<file path="src/rtl/xcvr_pkg.sv">
package xcvr_pkg;
  localparam int unsigned BUS_W = 8;

  typedef struct packed {
    logic drv_a;   // core drives bus A
    logic drv_b;   // core drives bus B
    logic live_a;  // A is driven with live B data
    logic live_b;  // B is driven with live A data
  } xcvr_ctrl_t;
endpackage

</file>
<file path="src/rtl/xcvr_ctrl.sv">
module xcvr_ctrl (
  input  logic                  fwd_en,
  input  logic                  rev_en_n,
  input  logic                  fwd_stored,
  input  logic                  rev_stored,
  output xcvr_pkg::xcvr_ctrl_t  ctrl
);
  always_comb begin
    ctrl.drv_b  = fwd_en;
    ctrl.drv_a  = ~rev_en_n;
    ctrl.live_b = fwd_en & ~fwd_stored;
    ctrl.live_a = ~rev_en_n & ~rev_stored;
  end
endmodule

</file>
<file path="src/rtl/xcvr_slice.sv">
module xcvr_slice (
  input  logic                  clk,
  input  logic                  rst_n,
  input  xcvr_pkg::xcvr_ctrl_t  ctrl,
  input  logic                  fwd_stored,
  input  logic                  rev_stored,
  input  logic                  fwd_cap,
  input  logic                  rev_cap,
  input  logic                  a_ext_en,
  input  logic                  a_ext,
  input  logic                  b_ext_en,
  input  logic                  b_ext,
  output logic                  a_res,
  output logic                  b_res,
  output logic                  a_core,
  output logic                  b_core
);
  logic fwd_q, rev_q, keep_a, keep_b;
  logic a_solo, b_solo, a_fed, b_fed, loop_ne;

  always_comb begin
    // value of each bus from every source except a live feed
    a_solo  = a_ext_en ? a_ext : ((ctrl.drv_a & rev_stored) ? rev_q : keep_a);
    b_solo  = b_ext_en ? b_ext : ((ctrl.drv_b & fwd_stored) ? fwd_q : keep_b);
    a_fed   = ctrl.live_a & ~a_ext_en;
    b_fed   = ctrl.live_b & ~b_ext_en;
    loop_ne = a_fed & b_fed;
    if (loop_ne) begin
      a_res = keep_a;
      b_res = keep_a;
    end else if (a_fed) begin
      a_res = b_solo;
      b_res = b_solo;
    end else if (b_fed) begin
      a_res = a_solo;
      b_res = a_solo;
    end else begin
      a_res = a_solo;
      b_res = b_solo;
    end
    a_core = rev_stored ? rev_q : b_res;
    b_core = fwd_stored ? fwd_q : a_res;
  end

  always_ff @(posedge clk) begin
    if (!rst_n) begin
      fwd_q  <= 1'b0;
      rev_q  <= 1'b0;
      keep_a <= 1'b0;
      keep_b <= 1'b0;
    end else begin
      if (fwd_cap) fwd_q <= a_res;
      if (rev_cap) rev_q <= b_res;
      keep_a <= a_res;
      keep_b <= b_res;
    end
  end

  p_fwd_capture_r2: assert property (@(posedge clk) disable iff (!rst_n)
    fwd_cap |=> (fwd_q == $past(a_res)));
  p_fwd_keep_r2: assert property (@(posedge clk) disable iff (!rst_n)
    !fwd_cap |=> $stable(fwd_q));
  p_rev_capture_r3: assert property (@(posedge clk) disable iff (!rst_n)
    rev_cap |=> (rev_q == $past(b_res)));
  p_rev_keep_r3: assert property (@(posedge clk) disable iff (!rst_n)
    !rev_cap |=> $stable(rev_q));
  p_ext_wins_r6: assert property (@(posedge clk) disable iff (!rst_n)
    (a_ext_en |-> a_res == a_ext) and (b_ext_en |-> b_res == b_ext));
  p_loop_hold_r8: assert property (@(posedge clk) disable iff (!rst_n)
    (loop_ne && $past(loop_ne)) |-> (a_res == $past(a_res) && b_res == a_res));
endmodule

</file>
<file path="src/rtl/xcvr_dual_reg.sv">
module xcvr_dual_reg #(
  parameter int unsigned DATA_W = xcvr_pkg::BUS_W
) (
  input  logic              clk,
  input  logic              rst_n,
  input  logic              fwd_cap,
  input  logic              rev_cap,
  input  logic              fwd_en,
  input  logic              rev_en_n,
  input  logic              fwd_stored,
  input  logic              rev_stored,
  input  logic              a_ext_en,
  input  logic [DATA_W-1:0] a_ext_data,
  input  logic              b_ext_en,
  input  logic [DATA_W-1:0] b_ext_data,
  output logic [DATA_W-1:0] a_drv_data,
  output logic [DATA_W-1:0] a_drv_oe,
  output logic [DATA_W-1:0] b_drv_data,
  output logic [DATA_W-1:0] b_drv_oe,
  output logic [DATA_W-1:0] a_bus,
  output logic [DATA_W-1:0] b_bus
);
  localparam int unsigned LANES = DATA_W;

  xcvr_pkg::xcvr_ctrl_t ctrl;

  xcvr_ctrl ctrl_i (
    .fwd_en     (fwd_en),
    .rev_en_n   (rev_en_n),
    .fwd_stored (fwd_stored),
    .rev_stored (rev_stored),
    .ctrl       (ctrl)
  );

  assign a_drv_oe = {LANES{ctrl.drv_a}};
  assign b_drv_oe = {LANES{ctrl.drv_b}};

  for (genvar i = 0; i < LANES; i++) begin : g_lane
    xcvr_slice slice_i (
      .clk        (clk),
      .rst_n      (rst_n),
      .ctrl       (ctrl),
      .fwd_stored (fwd_stored),
      .rev_stored (rev_stored),
      .fwd_cap    (fwd_cap),
      .rev_cap    (rev_cap),
      .a_ext_en   (a_ext_en),
      .a_ext      (a_ext_data[i]),
      .b_ext_en   (b_ext_en),
      .b_ext      (b_ext_data[i]),
      .a_res      (a_bus[i]),
      .b_res      (b_bus[i]),
      .a_core     (a_drv_data[i]),
      .b_core     (b_drv_data[i])
    );
  end

  p_fwd_oe_r4: assert property (@(posedge clk) disable iff (!rst_n)
    fwd_en ? (b_drv_oe == {LANES{1'b1}}) : (b_drv_oe == '0));
  p_rev_oe_r4: assert property (@(posedge clk) disable iff (!rst_n)
    rev_en_n ? (a_drv_oe == '0) : (a_drv_oe == {LANES{1'b1}}));
  p_stored_pair_r10: assert property (@(posedge clk) disable iff (!rst_n)
    (fwd_en && !rev_en_n && fwd_stored && rev_stored && !a_ext_en && !b_ext_en)
      |-> (a_bus == a_drv_data && b_bus == b_drv_data));
  p_live_copy_r5: assert property (@(posedge clk) disable iff (!rst_n)
    (fwd_en && !fwd_stored && !b_ext_en) |-> (b_bus == a_bus));
endmodule

</file>
<file path="config.mk">
export PLATFORM = sky130hd
export DESIGN_NAME = xcvr_dual_reg
export DESIGN_NICKNAME = d
export VERILOG_FILES = /design/src/rtl/xcvr_pkg.sv /design/src/rtl/xcvr_ctrl.sv /design/src/rtl/xcvr_slice.sv /design/src/rtl/xcvr_dual_reg.sv
export SDC_FILE = /design/constraint.sdc
export NUM_CORES = 1
export LEC_CHECK = 0
export CAP_MARGIN = 25
export CORE_MARGIN = 3
export CORE_UTILIZATION = 42
export CTS_CLUSTER_SIZE = 20
export DETAILED_ROUTE_END_ITERATION = 12
export PLACE_DENSITY = 0.73
export SLEW_MARGIN = 25
export SYNTH_ARGS = -nofsm -noshare
export SYNTH_HDL_FRONTEND = slang
export SYNTH_SLANG_ARGS = --single-unit
</file>
<file path="constraint.sdc">
create_clock -name clk -period 2.2 [get_ports clk]
set_input_delay 0.44 -clock clk [delete_from_list [all_inputs] [get_ports clk]]
set_output_delay 0.44 -clock clk [all_outputs]
set_load 0.03 [all_outputs]
</file>
---- After elaboration in Yosys (flattened, before gate mapping) ----
Index checks and enable logic that the tools add are counted.
storage, ports and cells
  bits in registers ....................... 32
  input bits .............................. 26
  output and inout bits ................... 48
  word-level logic and storage cells ...... 132
operators by class
  mux-type cells .......................... 88
  bitwise gates (word level) .............. 12
operators by type and width
  kind              count
  1-bit 2-to-1 mux  88
  1-bit AND         7
  1-bit NOT         5

---- Logic depth before layout (Yosys ltp) ----
  word-level depth ........................ 8
  gate-level depth with buffers ........... 7

---- Modules after synthesis ----
A second synthesis with hierarchy kept.
second synthesis, totals
  cell total of the unflattened synthesis .. 282
  area, all modules ....................... 2486.1 µm²
by module, submodules not included
  module         times used  cells an instance  area each (µm²)
  xcvr_slice     8           33                 294.0
  xcvr_dual_reg  1           14                 105.1
  xcvr_ctrl      1           4                  28.8

---- Least setup slack after synthesis ----
Ideal clock, no wire load.
  kind .................................... input -> output
  start point ............................. input rev_en_n
  end point ............................... output a_drv_data[0]
  arrival time ............................ 1.725 ns
  required time ........................... 1.760 ns
  setup slack ............................. 0.035 ns
  stages .................................. 7
  buffers on the path ..................... 3
  cell sequence ........................... buf_6 > nand2b_1 > buf_2 > a211o_1 > a31o_2 > mux2_2 > buf_4
between the ends
  longest elaborated chain between the ends .. 8
  elaborated cells on any way between the ends .. 11
  those cells by class .................... mux: 6; bitwise: 5
RTL lines
  what                               RTL line                          source
  start, declared                    xcvr_dual_reg.sv:9                input logic rev_en_n,
  1-bit NOT *                        xcvr_ctrl.sv:10, xcvr_ctrl.sv:12
  1-bit AND                          xcvr_slice.sv:23                  a_solo = a_ext_en ? a_ext : ((ctrl.drv_a & rev_stored) ? rev_q : keep_a);
  1-bit 2-to-1 mux (2 in series)     xcvr_slice.sv:23
  1-bit 2-to-1 mux                   xcvr_slice.sv:34                  end else if (b_fed) begin
  1-bit 2-to-1 mux                   xcvr_slice.sv:31                  end else if (a_fed) begin
  1-bit 2-to-1 mux *                 xcvr_slice.sv:28                  if (loop_ne) begin
  named net g_lane[0].slice_i.b_res  xcvr_slice.sv:14                  output logic b_res,
  1-bit 2-to-1 mux *                 xcvr_slice.sv:41                  a_core = rev_stored ? rev_q : b_res;
  end, declared                      xcvr_dual_reg.sv:16               output logic [DATA_W-1:0] a_drv_data,
Mark *: on every way through the listed nets, which the timed path passes. The rest lies on a longest branch.

---- Final worst setup path ----
  start point ............................. input fwd_en
  end point ............................... output b_drv_data[7]
between the ends
  longest elaborated chain between the ends .. 6
  elaborated cells on any way between the ends .. 9
  those cells by class .................... mux: 5; bitwise: 4
RTL lines
  what                            RTL line             source
  start, declared                 xcvr_dual_reg.sv:8   input logic fwd_en,
  1-bit AND                       xcvr_slice.sv:24     b_solo = b_ext_en ? b_ext : ((ctrl.drv_b & fwd_stored) ? fwd_q : keep_b);
  1-bit 2-to-1 mux (2 in series)  xcvr_slice.sv:24
  1-bit 2-to-1 mux                xcvr_slice.sv:31
  1-bit 2-to-1 mux *              xcvr_slice.sv:28
  1-bit 2-to-1 mux *              xcvr_slice.sv:42     b_core = fwd_stored ? fwd_q : a_res;
  end, declared                   xcvr_dual_reg.sv:18  output logic [DATA_W-1:0] b_drv_data,
Mark *: on every way between the ends. The rest lies on a longest branch, timed or not.

==> summary.txt <==
initial antenna violation count = 0
largest family of logic cells by synthesized area = compound AO/OA/AOI/OAI gates
failing checks = negative setup slack
Crit path top cell by count = buf_6
Area contributors post-synth = dfxtp_1 27%, buf_4 16%, mux2_2 7.2%
worst vdd ir = 437.5 uV
cells along the critical path = buf_8 -> buf_6 -> and3_4 -> o311ai_4 -> o211ai_1 -> mux2_4 -> buf_6
core area = 5238 um2
cell with the most instances after synthesis = buf_4
worst hold path class = register to register
slowest stage cell, crit path = mux2_4
Synth Area in Compound Gates = 26.80%
Slew @ Worst Pin = 347.8 ps
Tot Pwr = 1.944 mW
internal cell power = 1.270 mW
post-synthesis cell type count = 34
DP HPWL = 4788 um
H-tree depth = 2
number of CTS-inserted buffers = 5
final clock skew = 4.102 ps
fraction of layout instances using a drive strength above 1 = 56.43%
Global Route Usage Sum = 22.20%
CP bufs+invs = 3
drt drc = 0
Syn Nets = 291
Worst Setup End Kind = output port
crit-path leading delay family = compound AO/OA/AOI/OAI gates
clock root buffer = clkbuf_8
pre-CTS setup slack = -479.8 ps
FFs w/ async S/R, synth = 0%
Synth Area in Simple Gates = 19.29%
largest net degree at the start of global routing = 33
XOR/XNOR share of the synthesized area = 0%
Lkg Pwr = 1.521 nW
Post-Route WL = 7355 um
Slew Limit Fails = 0
via count = 2273
Commonest cells post-synth = 49 x buf_4, 32 x dfxtp_1, 18 x o21ai_0
Combinational Power Share = 41.7%
Max-cap violations = 0
# clock sinks = 32
Min Hold Slack = 566.2 ps
Final WS setup = -0.2978 ps
Yosys top cell by area = dfxtp_1
GR Overflow Total = 0
Synth Register Bits = 32
RSZ-0062 raised after global routing = yes
Avg Vias per Cell = 5.517
status = finished, violations left
adder-cell area share of the yosys netlist = 0%
die height = 80.56 um
startpoint types = primary input
Synth Cell Area = 2335 um2
sw frac = 34.67%
CP arrival = 1760 ps
EDFF count, synth = 0
Final Hold Viols = 0
Starting Density = 44.58%
Max-slew headroom = 76.76%
sequential share of power = 33.8%
WP data required = 1760 ps
Final Cycle Share = 100.0%
vias in the first global route = 2214
IO Pins = 74
synthesized area per cell = 8.810 um2
# setup viols final = 1
crit path kind = primary input to output port
Clock Latency Late Sink = 280 ps
drt pass-1 iters = 4
Avg WL per Cell = 17.85 um
clock power share = 24.5%
top_reg_cell synth = dfxtp_1
Final Wtd Congestion = 0.8923
die area = 6490 um2
Slowest Stage Delay on Critical Path = 300 ps
final net count = 367
area growth from synthesis to final layout = 51.82%
post-synthesis mux area share = 7.235%
Rows = 26
PwrDens = 548.3 nW/um2
switching power of the nets = 0.6739 mW
top-area cell type share of the netlist area = 27.44%
register area share after synthesis = 27.44%
fin crit period = 2200 ps
CTS tree = done
Yosys Warn Count = 0
die width = 80.56 um
first-pass GRT wire length = 11020 um
post-layout util = 67.68%
ant diodes = 0
IO Port Bufs = 73
Max FO, Critical Path = 5
Max Freq = 454.5 MHz
CTS max path bufs = 2
Final ANT Viol Nets = 0
initial DRC count = 122
Mapped Cells = 265
clock slew at reported path FFs = 70 ps
==> sequential cells by signal (all words and copies together), names as in the netlist <==
register,cells
g_lane.slice_i.keep_b,8
g_lane.slice_i.fwd_q,8
g_lane.slice_i.rev_q,8
g_lane.slice_i.keep_a,8
==> cell type report <==
cell class / count / area [um2]
multi-input cells: 166 / 1572
repair buffers: 131 / 1136
clock buffers: 8 / 90.09
inverters: 5 / 18.77
well taps: 70 / 87.58
fillers: 392 / 1693
flip-flops and latches: 32 / 640.6
==> routing by layer <==
| metal | GRT usage [%] | part of all wire [%] |
|---|---|---|
| met3 | 4.036 | 5.3 |
| met2 | 40.73 | 52 |
| met5 | 0 | 0 |
| met1 | 26.63 | 40 |
| met4 | 4.899 | 2.8 |
==> timing repair <==
item | 4_1_cts | 5_1_grt
pin swaps | 16 | 13
buffers inserted | 8 | 4
endpoints found under the setup margin | 32 | 23
endpoints found under the hold margin | 0 | 0
gates resized for setup | 79 | 41
cloned | 3 | 0
hold buffers | 0 | 0
==> cells in the final DEF (no fill, tap or decap), types with 3 or more instances in the layout <==
master and n:
o211ai_1 7, o311ai_1 3, mux2_4 6, o31ai_1 3, o31ai_4 4, buf_6 20, o21ai_0 17, a211oi_1 6
buf_4 84, nand3_1 7, clkdlybuf4s50_1 18, buf_8 3, inv_1 4, nor2b_1 13, o31ai_2 7, and3_4 5
dfxtp_1 32, a211oi_2 8, and3b_1 7, buf_2 3, clkbuf_8 6, nand2b_4 7, nand2b_1 3, o311ai_4 3
and2_1 15, mux2_2 9, o21ba_2 15
==> path summary, 6_finish.rpt <==
path                                                      startpoint                              endpoint  slack (ps)  cells after the start
worst max-delay path                                          fwd_en                         b_drv_data[7]        -0.3                      7
worst min-delay path            g_lane[0].slice_i.fwd_q$_SDFFE_PN0P_  g_lane[0].slice_i.fwd_q$_SDFFE_PN0P_         570                      2
worst max register to register  g_lane[1].slice_i.rev_q$_SDFFE_PN0P_  g_lane[1].slice_i.fwd_q$_SDFFE_PN0P_         700                      6
worst min register to register  g_lane[0].slice_i.fwd_q$_SDFFE_PN0P_  g_lane[0].slice_i.fwd_q$_SDFFE_PN0P_         570                      2
==> worst reg2reg max path: stages (launching register included) <==
cell      delay (ps)
dfxtp_1          320
and3b_1          220
a211oi_2         230
o211ai_1         140
buf_4            160
buf_4            130
o21ba_2          190
==> power by group through the flow <==
stage	clock, mW	sequential [mW]	combinational [mW]
after floorplan	0	0.655	0.491
after global placement	0	0.664	0.671
after detailed placement	0	0.665	0.678
after CTS	0.485	0.654	0.753
after global routing	0.517	0.662	0.853
final	0.476	0.657	0.810
==> per-stage QoR <==
stage          std cells  setup TNS, ps  area, um2
2_1_floorplan        265              0       2335
3_3_place_gp         390         -11890       2933
3_5_place_dp         390         -13030       2933
4_1_cts              408        -0.3362       3316
5_1_grt              412         -250.8       3545
6_report             412        -0.2978       3545
==> cells by family (layout without fill, tap and decap cells) <==
kind of cell	Yosys count	in the layout
and+or+nand+nor	69	69
muxes	15	15
buffers and inverters	67	144
DFF	32	32
AOI/OAI and AO/OA	82	82
Power figures use the tool's default switching activity.
